**src/rtl/xr_pkg.sv**
```systemverilog
package xr_pkg;
  localparam int XR_W     = 16;
  localparam int XR_HALF  = XR_W / 2;
  localparam int XR_IDX_W = $clog2(XR_W) + 1;
  localparam int XR_NONE  = XR_W;

  typedef logic [XR_IDX_W-1:0] xr_idx_t;
  typedef xr_idx_t [XR_HALF-1:0] xr_map_t;

  typedef struct packed {
    logic [XR_W-1:0] val;
    logic [XR_W-1:0] hit;
  } xr_load_t;

  function automatic xr_map_t xr_ident_map(input int base);
    xr_map_t m;
    for (int k = 0; k < XR_HALF; k++) m[k] = xr_idx_t'(base + k);
    return m;
  endfunction
endpackage

```
**src/rtl/xr_wr_map.sv**
```systemverilog
module xr_wr_map
  import xr_pkg::*;
#(
  parameter xr_map_t MAP  = xr_ident_map(0),
  parameter logic    FILL = 1'b0
) (
  input  logic [XR_HALF-1:0] lane_i,
  output xr_load_t           load_o
);
  // later lanes win if two entries name the same bit
  always_comb begin
    load_o.val = {XR_W{FILL}};
    load_o.hit = '0;
    for (int k = 0; k < XR_HALF; k++) begin
      if (MAP[k] < xr_idx_t'(XR_NONE)) begin
        load_o.val[MAP[k][XR_IDX_W-2:0]] = lane_i[k];
        load_o.hit[MAP[k][XR_IDX_W-2:0]] = 1'b1;
      end
    end
  end
endmodule

```
**src/rtl/xr_rd_map.sv**
```systemverilog
module xr_rd_map
  import xr_pkg::*;
#(
  parameter xr_map_t MAP  = xr_ident_map(0),
  parameter logic    FILL = 1'b0
) (
  input  logic [XR_W-1:0]    reg_i,
  input  logic               en_i,
  output logic [XR_HALF-1:0] lane_o
);
  always_comb begin
    lane_o = '0;
    if (en_i) begin
      for (int k = 0; k < XR_HALF; k++) begin
        if (MAP[k] < xr_idx_t'(XR_NONE)) lane_o[k] = reg_i[MAP[k][XR_IDX_W-2:0]];
        else                             lane_o[k] = FILL;
      end
    end
  end
endmodule

```
**src/rtl/xr_cmd_guard.sv**
```systemverilog
module xr_cmd_guard (
  input  logic [1:0] wr_i,
  input  logic [1:0] rd_i,
  input  logic       dis_i,
  output logic [1:0] wr_en_o,
  output logic [1:0] rd_en_o,
  output logic       conflict_o
);
  // with dis_i high a read is a no-op, so read+write is a fan-out load
  assign conflict_o = (|rd_i) & (|wr_i) & ~dis_i;
  assign rd_en_o    = rd_i & {2{~dis_i & ~conflict_o}};
  assign wr_en_o    = wr_i & {2{~conflict_o}};
endmodule

```
**src/rtl/xfer_reg.sv**
```systemverilog
module xfer_reg
  import xr_pkg::*;
#(
  parameter xr_map_t WR_LO_MAP  = xr_ident_map(0),
  parameter xr_map_t WR_HI_MAP  = xr_ident_map(XR_HALF),
  parameter xr_map_t RD_LO_MAP  = xr_ident_map(0),
  parameter xr_map_t RD_HI_MAP  = xr_ident_map(XR_HALF),
  parameter logic    WR_LO_FILL = 1'b0,
  parameter logic    WR_HI_FILL = 1'b0,
  parameter logic    RD_LO_FILL = 1'b0,
  parameter logic    RD_HI_FILL = 1'b0
) (
  input  logic              clk_i,
  input  logic              rst_ni,
  input  logic [XR_W-1:0]   bus_i,
  input  logic              wr_lo_i,
  input  logic              wr_hi_i,
  input  logic              rd_lo_i,
  input  logic              rd_hi_i,
  input  logic              xfer_dis_i,
  output logic [XR_W-1:0]   bus_o,
  output logic [1:0]        bus_oe_o,
  output logic [XR_W-1:0]   reg_o,
  output logic              conflict_o
);
  logic [XR_W-1:0] q, d;
  logic [1:0]      wr_en, rd_en;
  xr_load_t        ld [2];

  xr_cmd_guard u_guard (
    .wr_i       ({wr_hi_i, wr_lo_i}),
    .rd_i       ({rd_hi_i, rd_lo_i}),
    .dis_i      (xfer_dis_i),
    .wr_en_o    (wr_en),
    .rd_en_o    (rd_en),
    .conflict_o (conflict_o)
  );

  for (genvar h = 0; h < 2; h++) begin : g_half
    localparam xr_map_t WMAP  = (h == 0) ? WR_LO_MAP  : WR_HI_MAP;
    localparam xr_map_t RMAP  = (h == 0) ? RD_LO_MAP  : RD_HI_MAP;
    localparam logic    WFILL = (h == 0) ? WR_LO_FILL : WR_HI_FILL;
    localparam logic    RFILL = (h == 0) ? RD_LO_FILL : RD_HI_FILL;

    xr_wr_map #(.MAP(WMAP), .FILL(WFILL)) u_wr (
      .lane_i (bus_i[h*XR_HALF +: XR_HALF]),
      .load_o (ld[h])
    );

    xr_rd_map #(.MAP(RMAP), .FILL(RFILL)) u_rd (
      .reg_i  (q),
      .en_i   (rd_en[h]),
      .lane_o (bus_o[h*XR_HALF +: XR_HALF])
    );
  end

  // upper map wins per bit; bits neither maps fall to the lower load (its fill)
  always_comb begin
    case (wr_en)
      2'b01:   d = ld[0].val;
      2'b10:   d = ld[1].val;
      2'b11:   d = (ld[1].hit & ld[1].val) | (~ld[1].hit & ld[0].val);
      default: d = q;
    endcase
  end

  always_ff @(posedge clk_i or negedge rst_ni) begin
    if (!rst_ni) q <= '0;
    else         q <= d;
  end

  assign reg_o    = q;
  assign bus_oe_o = rd_en;
endmodule

```
**config.mk**
```make
export PLATFORM = sky130hd
export DESIGN_NAME = xfer_reg
export DESIGN_NICKNAME = d
export VERILOG_FILES = /design/src/rtl/xr_pkg.sv /design/src/rtl/xr_wr_map.sv /design/src/rtl/xr_rd_map.sv /design/src/rtl/xr_cmd_guard.sv /design/src/rtl/xfer_reg.sv
export SDC_FILE = /design/constraint.sdc
export NUM_CORES = 1
export LEC_CHECK = 0
export ABC_AREA = 1
export BUFFER_PORTS_ARGS = -buffer_cell sky130_fd_sc_hd__buf_2
export CORE_MARGIN = 3
export CORE_UTILIZATION = 46
export DETAILED_ROUTE_END_ITERATION = 10
export MAX_ROUTING_LAYER = met4
export PLACE_DENSITY = 0.77
export SYNTH_ARGS = -nofsm -noshare
export SYNTH_HDL_FRONTEND = slang
export SYNTH_HIERARCHICAL = 1
export SYNTH_SLANG_ARGS = --single-unit
```
**constraint.sdc**
```tcl
create_clock -name clk_i -period 0.8 [get_ports clk_i]
set_input_delay 0.08 -clock clk_i [delete_from_list [all_inputs] [get_ports clk_i]]
set_output_delay 0.08 -clock clk_i [all_outputs]
set_load 0.01 [all_outputs]
```
==> summary.md <==
- **number of nets with antenna violations after detailed routing** 0
- **number of remaining DRC errors** 0
- **Final period util** 1.277
- **commonest non-fill, non-tap cell in the layout** sky130_fd_sc_hd__nand2_1
- **Max rail drop VDD** 0.7009 mV
- **final setup slack of the worst path** -221.5 ps
- **GPL Wtd Cong** 0.7736
- **final cell area excluding filler cells** 2173 um^2
- **average footprint of a synthesized cell** 6.241 um^2
- **cells after synthesis** 256
- **pre-CTS setup slack** -387.9 ps
- **post-synthesis to final-layout area growth** 36.02%
- **Static Leak** 1.346 nW
- **number of hold-slack violations in the final timing report** 0
- **core footprint** 3178 um^2
- **maximum number of pins on one net before global-route repair** 17
- **global-route wire length before repair** 6141 um
- **most frequent cells in the layout** sky130_fd_sc_hd__nand2_1, sky130_fd_sc_hd__buf_2, sky130_fd_sc_hd__inv_1
- **fraction of layout cells with a size suffix above 1** 0.4140
- **setup repair after global routing missed its margin** yes
- **CTS sink cnt** 16
- **number of vias per cell after detailed routing** 4.274
- **Max Buffers Root-to-Sink** 2
- **iteration-0 DRC count of the detailed router** 75
- **CP arrival** 940 ps
- **overflow left after global routing** 0
- **max FFs per register** 16
- **clock buffers created by TritonCTS** 3
- **number of top-level pins** 58
- **std cell rows** 20
- **worst-case reg-to-reg path depth** 5
- **# Max-Cap Violations** 0
- **FMAX** 978.9 MHz
- **total routing resource utilization after global routing** 0.1877
- **total power per unit cell area** 1233 nW/um^2
- **number of max-slew violations in the final report** 0
- **origin of the critical flop-to-flop path** reg_o[15]$_DFFE_PN0P_
- **later-pin clock latency in the skew report** 280 ps
- **worst hold path type** in2reg
- **Routed wire per std cell** 10.88 um
- **effective utilization at floorplan** 0.5028
- **endpoint with the worst hold slack** reg_o[13]$_DFFE_PN0P_
- **worst flop-to-flop path endpoint** reg_o[15]$_DFFE_PN0P_
- **number of vias after detailed routing** 1530
- **min-delay src** bus_i[13]
- **HPWL reported at the end of detailed placement** 2450 um
- **number of synthesis warnings** 6
- **failing checks** negative setup slack
- **required time at the endpoint of the critical path** 720 ps
- **detailed-router iteration count before antenna repair** 4
- **final-report setup violation count** 50
- **type of element launching the critical path** input pin
- **# port buffers** 57
- **total detailed-routing wirelength** 3895 um
- **worst clock skew** 0 ps
- **vertical extent of the die** 64.94 um
- **total inserted antenna cells** 0
- **initial antenna violation count** 0
- **Register-to-Register Setup Slack** -70 ps
- **H-Tree Depth** 1
- **nets** 339
- **die width** 64.94 um
- **clock transition at the register clock pins on the worst setup and hold paths after CTS** 90 ps
- **placed cell count** 343
- **Finished Core Util** 0.6839
- **Placement Cell Area** 1787 um^2
- **post-synthesis instance area** 1598 um^2
- **Worst Path Class, Setup** in2out
- **vias in the first global route** 1446
- **CTS tree** done
- **worst hold stages** 3
- **outcome** finished with violations
- **final period demand of the worst path** 1022 ps
- **Critical Path Sink Type** primary output
- **Max Fanout on Critical Path** 8
- **Die Footprint** 4217 um^2
- **library cell used as clock root buffer** sky130_fd_sc_hd__clkbuf_4
- **hold slack** 40.90 ps
- **Cell Count, Final, Fillers Out** 358
[worst max path at each step]
stage                                      from  slack (ps)                   end  cells past startpoint
final                                   rd_lo_i        -220              bus_o[9]                     10
after global routing       reg_o[2]$_DFFE_PN0P_        -280              bus_o[2]                      3
after CTS                 reg_o[10]$_DFFE_PN0P_        -220             bus_o[10]                      3
after detailed placement                rd_hi_i        -390  reg_o[0]$_DFFE_PN0P_                     11
after global placement                  rd_hi_i        -360  reg_o[8]$_DFFE_PN0P_                     11
after floorplan                         rd_hi_i        -140  reg_o[0]$_DFFE_PN0P_                     10
[worst max-delay path, cell delays in order]
cell and delay (ps):
sky130_fd_sc_hd__buf_8 100, sky130_fd_sc_hd__inv_8 50, sky130_fd_sc_hd__nand2_8 50, sky130_fd_sc_hd__nand2_4 70
sky130_fd_sc_hd__nand2_4 60, sky130_fd_sc_hd__nor2_4 120, sky130_fd_sc_hd__buf_6 150, sky130_fd_sc_hd__nand2_1 50
sky130_fd_sc_hd__inv_1 60, sky130_fd_sc_hd__buf_2 130
[through the flow]
stage	power [mW]	TNS [ps]
after floorplan	1.739	-2319
after global placement	1.906	-8996
after detailed placement	1.923	-9345
after CTS	2.542	-5970
after global routing	2.903	-9012
final	2.680	-6260
[layout make-up]
cell class | instances | area (um^2)
fillers | 278 | 1005
repair buffers | 83 | 593.1
well taps | 44 | 55.05
multi-input cells | 157 | 865.8
inverters | 55 | 236.5
flip-flops and latches | 16 | 400.4
clock buffers | 3 | 22.52
[power breakdown]
part	switching, mW	total [mW]	leakage, nW	internal, mW
Combinational	0.658	1.22	1.14	0.567
Clock	0.247	0.422	0.0138	0.174
Sequential	0.101	1.03	0.190	0.933
[routing by layer]
layer,GRT usage,share of wire
met5,-,0
met4,0.03166,0.0033
met3,0.03640,0.045
met2,0.3321,0.53
met1,0.2235,0.42
[timing repair]
item	4_1_cts	5_1_grt
setup endpoints to repair	46	50
setup buffers	7	4
resized for setup	39	30
endpoints found under the hold margin	16	0
pin swaps	32	11
hold buffers	1	0
Note: power is estimated with default switching activity, not from simulation.
